### src/rtl/dsc_pkg.sv
package dsc_pkg;
  localparam int NUM_CH = 2;
  typedef logic [NUM_CH-1:0] ch_mask_t;

  function automatic ch_mask_t grant_of(input ch_mask_t req, input ch_mask_t idle,
                                        input logic force_in);
    return force_in ? req : (req & idle);
  endfunction

  function automatic logic refused(input ch_mask_t req, input ch_mask_t idle,
                                   input logic force_in);
    return !force_in && (|(req & ~idle));
  endfunction
endpackage

### src/rtl/dsc_chan_slice.sv
module dsc_chan_slice (
  input  logic clk,
  input  logic rst_n,
  input  logic enable,
  input  logic take,
  input  logic grant,
  output logic closed
);
  always_ff @(posedge clk or negedge rst_n) begin
    if (!rst_n)       closed <= 1'b0;
    else if (!enable) closed <= 1'b0;
    else if (take)    closed <= grant;
  end
endmodule

### src/rtl/dsc_fault_track.sv
module dsc_fault_track (
  input  logic clk,
  input  logic rst_n,
  input  logic enable,
  input  logic take,
  input  logic refuse,
  input  logic clear_wr,
  output logic ok_bit,
  output logic pulse
);
  logic set_fail, set_ok;
  assign set_fail = enable && take && refuse;
  assign set_ok   = enable && ((take && !refuse) || clear_wr);

  always_ff @(posedge clk or negedge rst_n) begin
    if (!rst_n) begin
      ok_bit <= 1'b1;
      pulse  <= 1'b0;
    end else if (!enable) begin
      ok_bit <= 1'b1;
      pulse  <= 1'b0;
    end else begin
      pulse <= set_fail;
      if (set_fail)    ok_bit <= 1'b0;
      else if (set_ok) ok_bit <= 1'b1;
    end
  end
endmodule

### src/rtl/dsc_buf_gate.sv
module dsc_buf_gate #(
  parameter int NUM_CH = 2
) (
  input  logic [NUM_CH-1:0] closed,
  input  logic              stuck_low,
  output logic              active,
  output logic              ready_low
);
  assign active    = (|closed) && !stuck_low;
  assign ready_low = !active;
endmodule

### src/rtl/dsc_link_ctrl.sv
module dsc_link_ctrl
  import dsc_pkg::*;
(
  input  logic       clk,
  input  logic       rst_n,
  input  logic       enable,
  input  logic       cmd_valid,
  input  logic [1:0] cmd_req,
  input  logic [1:0] chan_idle,
  input  logic       force_conn,
  input  logic       stuck_low,
  input  logic       reg0_wr,
  output logic [1:0] sw_en,
  output logic       buf_active,
  output logic       ready_pull_low,
  output logic       conn_ok,
  output logic       fault_pulse
);
  ch_mask_t grant_w;
  logic     refuse_w;
  logic     take_w;

  assign grant_w  = grant_of(cmd_req, chan_idle, force_conn);
  assign refuse_w = refused(cmd_req, chan_idle, force_conn);
  assign take_w   = cmd_valid && enable;

  for (genvar i = 0; i < NUM_CH; i++) begin : g_ch
    dsc_chan_slice u_slice (
      .clk    (clk),
      .rst_n  (rst_n),
      .enable (enable),
      .take   (take_w),
      .grant  (grant_w[i]),
      .closed (sw_en[i])
    );
  end

  dsc_fault_track u_fault (
    .clk      (clk),
    .rst_n    (rst_n),
    .enable   (enable),
    .take     (take_w),
    .refuse   (refuse_w),
    .clear_wr (reg0_wr),
    .ok_bit   (conn_ok),
    .pulse    (fault_pulse)
  );

  dsc_buf_gate #(.NUM_CH(NUM_CH)) u_buf (
    .closed    (sw_en),
    .stuck_low (stuck_low),
    .active    (buf_active),
    .ready_low (ready_pull_low)
  );
endmodule

### config.mk
export PLATFORM = sky130hd
export DESIGN_NAME = dsc_link_ctrl
export DESIGN_NICKNAME = d
export VERILOG_FILES = /design/src/rtl/dsc_pkg.sv /design/src/rtl/dsc_chan_slice.sv /design/src/rtl/dsc_fault_track.sv /design/src/rtl/dsc_buf_gate.sv /design/src/rtl/dsc_link_ctrl.sv
export SDC_FILE = /design/constraint.sdc
export NUM_CORES = 1
export LEC_CHECK = 0
export BUFFER_PORTS_ARGS = -buffer_cell sky130_fd_sc_hd__buf_2
export CAP_MARGIN = 5
export CORE_AREA = 2 2 39 41
export DETAILED_ROUTE_END_ITERATION = 8
export DIE_AREA = 0 0 41 43
export SLEW_MARGIN = 20
export SYNTH_ARGS = -nofsm -noshare
export SYNTH_HDL_FRONTEND = slang
export SYNTH_SLANG_ARGS = --single-unit
### constraint.sdc
create_clock -name clk -period 1.1 [get_ports clk]
set_input_delay 0.22 -clock clk [delete_from_list [all_inputs] [get_ports clk]]
set_output_delay 0.22 -clock clk [all_outputs]
set_load 0.1 [all_outputs]
# Yosys cells after proc, flatten, opt, wreduce, memory -nomap -nowiden
# Index checks and enable logic that the tools add are counted.
# word_totals
reg_bits	4
latchBits	0
ramBits	0
rom_bits	0
input_bits	11
output_inout_bits	6
mem_count	0
# classes
add_sub_neg	0
n_mul	0
n_div	0
magnitude_cmp	0
eq_ne	2
shift	0
n_mux	9
bitwise_logic	3
n_reduce_logical	14
# ops
op	count
$mux W1	8
$logic_and A1 B1 Y1	7
$and A2 B2 Y2	2
$logic_not A1 Y1	4
$reduce_or A2 Y1	2
$ne A3 B1 Y1 const B	1
$mux W2	1
$ne A2 B1 Y1 const B	1
$not A2 Y2	1
$logic_or A1 B1 Y1	1

# Depth between registers and ports, before layout
# Gate-level depths: netlist of run 1.
# depth
word_depth	11
mapped_depth	3

# Hierarchy
# From an unflattened synthesis of run 1, not the netlist that was laid out.
# hier_totals
cells_unflattened	19
hier_area_um2	220.2
# by_module_without_submodules
mod	n_inst	cells_each	area_per_inst_um2	seq_area_each_um2
dsc_chan_slice	2	3	41.3	25.0
dsc_fault_track	1	5	77.6	51.3
dsc_link_ctrl	1	6	42.5	0.0
dsc_buf_gate	1	2	17.5	0.0

# Worst setup path after synthesis of run 1
# Ideal clock, no wire load.
# synth_path
path_kind	register -> output
start	register g_ch[0].u_slice.closed
end	output port buf_active
arrival_ns	1.582
setup_slack_ns	-0.702
stages_incl_launch_ff	4
path_cell_list	dfrtp_1 -> nor2_1 -> or2_2 -> inv_1
# synth_between
elab_chain_cells	2
# synth_lines
item	line_no	rtl
from (decl)	dsc_chan_slice.sv:7	output logic closed
from (signal assigned)	dsc_chan_slice.sv:12	else if (take) closed <= grant;
$reduce_or A2 Y1	dsc_buf_gate.sv:9	assign active = (|closed) && !stuck_low;
$logic_and A1 B1 Y1	dsc_buf_gate.sv:9	
to (decl)	dsc_link_ctrl.sv:14	output logic buf_active,
# Every way passes these cells.

# Worst setup path after layout of run 1
# Same ends and word-level chain as after synthesis.

==> results by group, run 1 <==
Clock network
  – Clk Tree Root Cell: clkbuf_4
  – Num CTS Buffers: 3
  – Clk slew on worst S/H paths: about 40 ps
  – Clk_lat worst skew: 230 ps
  – Num Clock Sinks: 4
  – CTS tree: done
  – Clk buf depth: 2
  – H-Tree Depth: 1

STA
  – Hold Fails Final Rpt: 0
  – Clk_skew: 0 ps
  – Final setup violation count: 5
  – Worst relative slew slack: 0.848
  – Period utilization: 1.23
  – Max Slew Vio Count: 0
  – RSZ-0062 raised after global routing: yes
  – Post-route setup slack: -255 ps
  – Worst-margin pin slew: between 200 and 250 ps
  – Highest Clock Rate: roughly 0.74 GHz
  – Min Tclk post-route: between 1000 and 1500 ps
  – Hold WS: between 150 and 200 ps

Status
  – Failing checks: setup timing
  – Status: complete, but fails checks

Critical path
  – Worst Path Buf+Inv: 2
  – Worst Setup SP: g_ch[0].u_slice.closed
  – Crit path kind: flop to output port
  – Crit path max-delay cell type: dfrtp_1
  – Worst r2r dst: u_fault.ok_bit
  – FF-to-FF setup slack: roughly 70 ps
  – CP Launch Type: flop
  – Worst Reg-to-Reg Cells: 2
  – Critical path endpoint: buf_active
  – Crit path max-delay family: flip-flops
  – Stages on the worst setup path: 4
  – Worst path cell trace: nor2_1 -> or2_4 -> clkinvlp_4 -> buf_12
  – Max stage delay on crit path: between 300 and 400 ps
  – Critical Path End Type: output port
  – Data arrival, critical path: ~1100 ps
  – CP required: between 800 and 900 ps
  – Reg2reg start: u_fault.ok_bit
  – Worst Path Max Fanout: 2

Detailed routing
  – Via density: 3.92
  – Iteration-0 DRC Markers: 3
  – Final WL: 504 um
  – Drt pass-1 iters: 2
  – Routed wire per std cell: 8.26 um
  – Post-route DRC: 0
  – Via count: approximately 240
  – Routed Antenna Nets: 0

Finish
  – Share of post-route cells with drive strength above 1: 0.622
  – Storage element area: between 100 and 150 um^2
  – Area growth syn-to-layout: 116%
  – Footprint of the multi-input gates: just over 90 um^2
  – Most frequent cells in the layout: buf_2 (10), buf_12 (6), clkbuf_4 (3), buf_4 (3)
  – Fillers: around 150
  – Final net count: 57
  – Commonest non-fill, non-tap cell in the layout: buf_2
  – Antenna cell count: 0

Logic synthesis
  – Cells after synthesis: 22
  – Yosys reg bits: 4
  – Synth cell types: 15
  – Syn Area/Cell: approximately 9.9 um^2
  – Seq/Total Area, Yosys: 0.466
  – Synth Net Count: 33
  – Synth warn: 0
  – Syn Std Cell Area: 218 um^2

Placed design
  – Pre-CTS WS: 16.1 ps
  – Post-DP HPWL: 436 um
  – Buffers on Ports: 16
  – Placer congestion estimate: roughly 0.67

Die
  – Die extent in x: 41 um
  – Ports: 17
  – Die area: 1760 um^2
  – Core ar.: between 1000 and 1500 um^2
  – Die Y: approximately 43 um
  – Initial core utilization: 0.157
  – Cell Rows: 14

Global routing
  – Largest net degree at the start of global routing: 6
  – GRT Overall Usage: 0.0727
  – First-pass GRT wire length: between 700 and 800 um
  – Vias in the first global route: 240
  – Initial antenna violation count: 0
  – GRT overflow: 0

Hold path
  – Hold Path Class: primary input to flop

Pwr
  – Peak VDD IR: around 0.00032 V
  – PD cells: between 1000 and 1500 nW/um^2
  – Leakage: ~0.22 nW

Flow run
  – Max Cap Viol: 0
==> timing repair <==
action                     CTS  global route
gates resized for setup      0             1
hold endpoints to repair     4             0
setup endpoints to repair    5             5
hold buffers                 1             0
buffers inserted             0             2
pin swaps                    0             2
==> cells by family (layout without fill, tap and decap cells) <==
family / count (synthesis) / count (layout) / share of synthesized area
compound gates: 6 / 6 / 0.213
buf+inv: 5 / 28 / 0.121
flops: 4 / 4 / 0.466
simple gates: 7 / 7 / 0.201
==> power by group <==
part           total, mW  switching, mW  internal (mW)  leakage, nW
sequential         0.159        0.00374          0.155       0.0497
combinational      0.182          0.107         0.0753        0.153
clock              0.198         0.0622          0.136       0.0150
total              0.539          0.173          0.366        0.217
==> cell type report <==
type                            count  share of cell area
Clock buffer                        4              0.0559
Inverter                            3              0.0319
Multi-Input combinational cell     13               0.197
Sequential cell                     4               0.218
Tap cell                           16              0.0426
Timing Repair Buffer               21               0.455
==> how the worst min path moves through the flow <==
stage                           from                     end  depth (start not counted)
after floorplan                rst_n  g_ch[0].u_slice.closed                          0
after global placement         rst_n  g_ch[1].u_slice.closed                          1
after detailed placement       rst_n  g_ch[1].u_slice.closed                          1
after CTS                 force_conn           u_fault.pulse                          2
after global routing      force_conn           u_fault.pulse                          2
final                     force_conn           u_fault.pulse                          2
==> state kept, by name, indices dropped and copies added (netlist names) <==
register / count
g_ch.u_slice.closed: 2
u_fault.ok_bit: 1
u_fault.pulse: 1
==> layer usage <==
metal,vias to the layer above,part of all wire,track usage
met4,0,0,0.100
met5,-,0,0
met3,0,0.11,0.0157
met1,100,0.43,0.0820
li1,124,-,-
met2,15,0.46,0.0906
==> per-stage QoR <==
step | total power, mW | instances | TNS, ps | util | cell area (um^2)
global route | 0.565 | 61 | -864 | 0.340 | 470
finish | 0.539 | 61 | -661 | 0.340 | 470
floorplan | 0.260 | 22 | -535 | - | 225
CTS | 0.547 | 60 | -574 | 0.332 | 459
detailed placement | 0.337 | 55 | 0 | 0.306 | 423
global placement | 0.335 | 55 | 0 | 0.306 | 423
==> cells in the mapped netlist <==
master / number / area [um^2]
or2_2: 1 / 6.26
o31a_1: 1 / 8.76
or4b_1: 1 / 10.0
nor3_1: 1 / 5.00
a22oi_1: 1 / 7.51
nand2b_1: 1 / 6.26
dfrtp_1: 3 / 75.1
nand2_1: 1 / 3.75
inv_1: 3 / 11.3
a21boi_0: 2 / 15.0
dfstp_2: 1 / 26.3
nand2b_2: 1 / 8.76
buf_4: 2 / 15.0
o211ai_1: 2 / 15.0
nor2_1: 1 / 3.75
Note: power is estimated with default switching activity, not from simulation.
==> run 2: changes to the inputs <==
- SETUP_SLACK_MARGIN: not set -> 0.3
==> results by group, run 2 (synthesis results as in run 1) <==
Status
  – Status: complete, but fails checks
  – Failing checks: setup timing

Detailed routing
  – Routed Antenna Nets: 0 (unchanged)
  – Final WL: 552 um (+9.5%)
  – Routed wire per std cell: 8.63 um (+4.4%)
  – Via density: 3.88 (-1.1%)
  – Drt pass-1 iters: 2 (unchanged)
  – Post-route DRC: 0 (unchanged)
  – Iteration-0 DRC Markers: 4 (+1)
  – Via count: 248 (+3.8%)

Placed design
  – Post-DP HPWL: 437 um (+0.14%)
  – Buffers on Ports: 16 (unchanged)
  – Pre-CTS WS: -10.0 ps (-26.1 ps)
  – Placer congestion estimate: 0.677 (+1.2%)

Pwr
  – Switch share: 0.320 (-0.000334)
  – Peak VDD IR: 0.000412 V (+28%)
  – Pwr Total: 553 uW (+2.5%)
  – Logic pwr share: 0.350 (+0.012)
  – Leakage: 0.235 nW (+8.4%)
  – Clock Power Share: 0.362 (-0.006)
  – PD cells: 1090 nW/um^2 (-4.8%)
  – Pint: 376 uW (+2.6%)
  – Sequential Power Share: 0.288 (-0.006)
  – NetSw: 177 uW (+2.4%)

STA
  – Clk_skew: 0 ps (unchanged)
  – Final setup violation count: 6 (+1)
  – RSZ-0062 raised after global routing: yes
  – Worst relative slew slack: 0.850 (+0.00185)
  – Post-route setup slack: -244 ps (+10.7 ps)
  – Setup TNS: -886 ps (-225 ps)
  – Min Tclk post-route: 1340 ps (-10.7 ps)
  – Period utilization: 1.22 (-0.00969)
  – Worst-margin pin slew: 225 ps (-2.77 ps)
  – Max Slew Vio Count: 0 (unchanged)
  – Highest Clock Rate: 0.744 GHz (+0.79%)
  – Hold Fails Final Rpt: 0 (unchanged)

Critical path
  – Worst path cell trace: nor2_1 -> or2_4 -> clkinvlp_4 -> buf_12
  – CP required: 880 ps (about the same)
  – Critical Path End Type: output port
  – Worst Path Max Fanout: 2 (unchanged)
  – Data arrival, critical path: 1120 ps (about the same)
  – Crit path kind: flop to output port
  – FF-to-FF setup slack: -10 ps (-80 ps)
  – Crit path max-delay cell type: dfrtp_1
  – CP Launch Type: flop
  – Max stage delay on crit path: 370 ps (+30 ps)

Die
  – Core ar.: 1380 um^2 (unchanged)
  – Die Y: 43 um (unchanged)
  – Die area: 1760 um^2 (unchanged)
  – Ports: 17 (unchanged)
  – Die extent in x: 41 um (unchanged)
  – Initial core utilization: 0.157 (unchanged)
  – Cell Rows: 14 (unchanged)

Clock network
  – Num CTS Buffers: 3 (unchanged)
  – Clk slew on worst S/H paths: 40 ps (about the same)
  – CTS tree: done
  – Clk Tree Root Cell: clkbuf_4
  – H-Tree Depth: 1 (unchanged)
  – Num Clock Sinks: 4 (unchanged)
  – Clk buf depth: 2 (unchanged)
  – Clk_lat worst skew: 230 ps (about the same)

Global routing
  – GRT Overall Usage: 0.0847 (+0.0120)
  – Initial antenna violation count: 0 (unchanged)
  – Largest net degree at the start of global routing: 6 (unchanged)
  – Vias in the first global route: 212 (-12%)
  – GRT overflow: 0 (unchanged)
  – First-pass GRT wire length: 848 um (+6.9%)

Finish
  – Area growth syn-to-layout: 133%
  – Register bank with the most flops: g_ch.u_slice.closed
  – Share of post-route cells with drive strength above 1: 0.646 (+0.0236)
  – Final core utilization: 0.366 (+0.0262)
  – Commonest non-fill, non-tap cell in the layout: buf_2
  – Storage element area: 109 um^2 (+6.1%)
  – Antenna cell count: 0 (unchanged)
  – Most frequent cells in the layout: buf_2 (10), buf_12 (6), buf_4 (4)
  – Final net count: 60 (+5.3%)
  – Fillers: 134 (-7.6%)
  – Biggest regs: g_ch.u_slice.closed: 2 flops, u_fault.ok_bit: 1 flops, u_fault.pulse: 1 flops
  – Footprint of the multi-input gates: 92.6 um^2 (unchanged)
  – Max reg flops: 2 (unchanged)

Hold path
  – Hold Path Class: primary input to flop

Flow run
  – Max Cap Viol: 0 (unchanged)
## run 2: cell types whose count changed in the layout (fill, tap and decap cells not counted)
cell	previous run	this run
a21boi_1	0	1
a21boi_0	2	1
buf_6	1	3
buf_4	3	4
dfrtp_4	0	1
dfstp_2	1	0
dfrtp_2	1	0
dfstp_4	0	1
## run 2: critical path, delay by kind of cell (launching register included)
kind          cells  cell delay (ps)
buf+inv           2              260
flops             1              370
simple gates      2              260
## run 2: power groups by stage
stage | Sequential (mW) | Clock, mW | Combinational (mW)
after floorplan | 0.178 | 0 | 0.0834
after global placement | 0.161 | 0 | 0.176
after detailed placement | 0.162 | 0 | 0.177
after CTS | 0.159 | 0.213 | 0.184
after global routing | 0.160 | 0.223 | 0.203
final | 0.159 | 0.200 | 0.193
## run 2: final cells by class
type,count,share of cell area
multi-input cells,13,0.183
flip-flops and latches,4,0.215
repair buffers,24,0.481
well taps,16,0.0395
inverters,3,0.0296
clock buffers,4,0.0519
## run 2: final timing paths
kind,start,to,cells after the start
setup / recovery,g_ch[1].u_slice.closed,buf_active,4
hold / removal,force_conn,u_fault.pulse,2
setup reg to reg,u_fault.ok_bit,u_fault.ok_bit,2
hold reg to reg,g_ch[0].u_slice.closed,g_ch[0].u_slice.closed,4
max in group asynchronous,rst_n,u_fault.ok_bit,2
min in group asynchronous,rst_n,u_fault.pulse,2
## run 2: routing by layer
layer,up-vias,share of wire,global-route usage
li1,126,-,-
met1,103,0.42,0.0847
met2,17,0.41,0.0969
met3,2,0.13,0.0314
met4,0,0.040,0.140
met5,-,0,0
## run 2: repair_timing
action	4_1_cts	5_1_grt
hold endpoints to repair	4	0
endpoints found under the setup margin	7	8
setup buffers	1	3
hold buffers	1	0
pin swaps	1	0
gates cloned	0	0
resized for setup	2	2
## run 2: stage by stage
stage,std cells,hold WS (ps),cell area [um^2]
after floorplan,22,-75.6,231
after global placement,55,27.6,429
after detailed placement,55,28.9,429
after CTS,61,175,477
after global routing,64,189,507
final,64,190,507
==> run 3: changes to the inputs <==
- REMOVE_ABC_BUFFERS: not set -> 1
==> results by group, run 3 (synthesis results as in run 1) <==
Clock network
  – H-Tree Depth: 1 (unchanged)
  – Num Clock Sinks: 4 (unchanged)
  – Num CTS Buffers: 3 (unchanged)
  – Clk slew on worst S/H paths: 40 ps (about the same)
  – Clk buf depth: 2 (unchanged)
  – Clk Tree Root Cell: clkbuf_4
  – CTS tree: done
  – Clk_lat worst skew: 240 ps (about the same)

Global routing
  – Vias in the first global route: 237 (+12%)
  – Met2 usage: 0.106 (+0.00937)
  – Initial antenna violation count: 0 (unchanged)
  – GRT busiest layer: met2
  – Grt met3 use: 0.0157 (-0.0157)
  – GRT overflow: 0 (unchanged)
  – First-pass GRT wire length: 931 um (+9.8%)
  – GRT Overall Usage: 0.0847 (unchanged)
  – Routing usage on met1: 0.104 (+0.0195)
  – Largest net degree at the start of global routing: 6 (unchanged)

Detailed routing
  – Via density: 3.88 (+0.22%)
  – Iteration-0 DRC Markers: 3 (-1)
  – Drt pass-1 iters: 2 (unchanged)
  – Via count: 233 (-6.0%)
  – Routed Antenna Nets: 0 (unchanged)
  – Routed wire per std cell: 8.48 um (-1.6%)
  – Final WL: 509 um (-7.8%)
  – Post-route DRC: 0 (unchanged)

Critical path
  – Crit path kind: flop to output port
  – Worst Path Max Fanout: 2 (unchanged)
  – Critical Path End Type: output port
  – Crit path max-delay family: flip-flops
  – Crit path max-delay cell type: dfrtp_1
  – Max stage delay on crit path: 330 ps (-40 ps)
  – Worst Path Buf+Inv: 2 (unchanged)
  – CP Launch Type: flop
  – CP required: 880 ps (about the same)
  – Worst path cell trace: nor2_1 -> or2_4 -> inv_2 -> buf_12
  – Data arrival, critical path: 1090 ps (-30 ps)

Finish
  – Area growth syn-to-layout: 109%
  – Most frequent cells in the layout: buf_2 (10), buf_12 (6), clkbuf_4 (3), dfrtp_1 (3), buf_4 (3)
  – Max reg flops: 2 (unchanged)
  – Commonest non-fill, non-tap cell in the layout: buf_2
  – Post-route cell area: 454 um^2 (-10%)
  – Biggest regs: g_ch.u_slice.closed: 2 flops, u_fault.ok_bit: 1 flops, u_fault.pulse: 1 flops
  – Final core utilization: 0.328 (-0.0380)
  – Register bank with the most flops: g_ch.u_slice.closed
  – Finished Layout Cells: 60 (-6.3%)
  – Antenna cell count: 0 (unchanged)
  – Final net count: 56 (-6.7%)
  – Fillers: 145 (+8.2%)
  – Share of post-route cells with drive strength above 1: 0.591 (-0.0549)

Pwr
  – Logic pwr share: 0.332 (-0.018)
  – Pwr Total: 534 uW (-3.4%)
  – Peak VDD IR: 0.000397 V (-3.8%)
  – Switch share: 0.320 (+0.000469)
  – Leakage: 0.221 nW (-6.0%)
  – PD cells: 1180 nW/um^2 (+7.8%)
  – Pint: 363 uW (-3.4%)
  – NetSw: 171 uW (-3.2%)
  – Sequential Power Share: 0.297 (+0.009)
  – Clock Power Share: 0.371 (+0.009)

STA
  – Clk_skew: 0 ps (unchanged)
  – Highest Clock Rate: 0.763 GHz (+2.5%)
  – Min Tclk post-route: 1310 ps (-33.4 ps)
  – Worst-margin pin slew: 224 ps (-0.200 ps)
  – Hold Fails Final Rpt: 0 (unchanged)
  – Period utilization: 1.19 (-0.0304)
  – Final setup violation count: 5 (-1)
  – Post-route setup slack: -211 ps (+33.4 ps)
  – RSZ-0062 raised after global routing: yes
  – Worst relative slew slack: 0.850 (about the same)
  – Max Slew Vio Count: 0 (unchanged)

Flow run
  – Max Cap Viol: 0 (unchanged)

Placed design
  – Cell Count Post-Placement: 55 (unchanged)
  – Buffers on Ports: 16 (unchanged)
  – Post-DP HPWL: 437 um (+0.18%)
  – Placer congestion estimate: 0.686 (+1.3%)
  – DP Area: 415 um^2 (-3.2%)

Die
  – Ports: 17 (unchanged)
  – Initial core utilization: 0.157 (unchanged)
  – Die Y: 43 um (unchanged)
  – Die extent in x: 41 um (unchanged)
  – Cell Rows: 14 (unchanged)
  – Core ar.: 1380 um^2 (unchanged)
  – Die area: 1760 um^2 (unchanged)

Status
  – Status: complete, but fails checks
  – Failing checks: setup timing

Hold path
  – Hold Path Class: primary input to flop
run 3: changes by cell type in the layout (fill, tap and decap cells not counted), sizes merged:
cell / change
buf: -4
clkinvlp: -1
inv: +1
run 3: worst paths after layout:
| kind | from | end | slack, ps | cells after the start |
|---|---|---|---|---|
| setup / recovery | g_ch[1].u_slice.closed | buf_active | -210 | 4 |
| hold / removal | force_conn | u_fault.pulse | 210 | 2 |
| setup reg to reg | u_fault.ok_bit | u_fault.ok_bit | 70 | 2 |
| hold reg to reg | g_ch[0].u_slice.closed | g_ch[0].u_slice.closed | 670 | 3 |
| max in group asynchronous | rst_n | u_fault.ok_bit | 560 | 2 |
| min in group asynchronous | rst_n | g_ch[1].u_slice.closed | 330 | 2 |
run 3: layout make-up:
type                    instances  area, um^2  area share
clock buffers                   4        26.3      0.0579
inverters                       3        11.3      0.0248
multi-input cells              13        92.6       0.204
flip-flops and latches          4         101       0.223
well taps                      16        20.0      0.0441
repair buffers                 20         203       0.446
run 3: layer usage:
| metal | part of all wire | routed length [um] |
|---|---|---|
| met4 | 0 | 0 |
| met1 | 0.42 | 213 |
| met5 | 0 | 0 |
| met3 | 0.11 | 56 |
| met2 | 0.47 | 239 |
run 3: through the flow:
| stage | hold WS [ps] | setup TNS, ps | setup slack [ps] |
|---|---|---|---|
| final | 206 | -489 | -211 |
| after global routing | 216 | -752 | -285 |
| after CTS | 199 | -562 | -229 |
| after detailed placement | 23.9 | -72.4 | -72.4 |
| after global placement | 23.7 | -61.9 | -61.9 |
| after floorplan | -75.6 | -2470 | -1350 |
run 3: power by group through the flow:
stage,Sequential [mW],Combinational (mW),Clock [mW]
2_1_floorplan,0.203,0.0481,0
3_3_place_gp,0.160,0.171,0
3_5_place_dp,0.160,0.173,0
4_1_cts,0.158,0.178,0.209
5_1_grt,0.159,0.188,0.225
6_report,0.158,0.177,0.198
run 3: timing repair:
| action | 4_1_cts | 5_1_grt |
|---|---|---|
| gates cloned | 0 | 0 |
| setup endpoints to repair | 7 | 9 |
| pin swaps | 0 | 0 |
| endpoints found under the hold margin | 4 | 0 |
| resized for setup | 2 | 2 |
| setup buffers | 0 | 0 |
| hold buffers | 1 | 0 |
run 3: worst register-to-register path, stage by stage, from the launching register on:
cell and delay [ps]:
dfstp_2 380, or4b_1 460, o31a_1 120
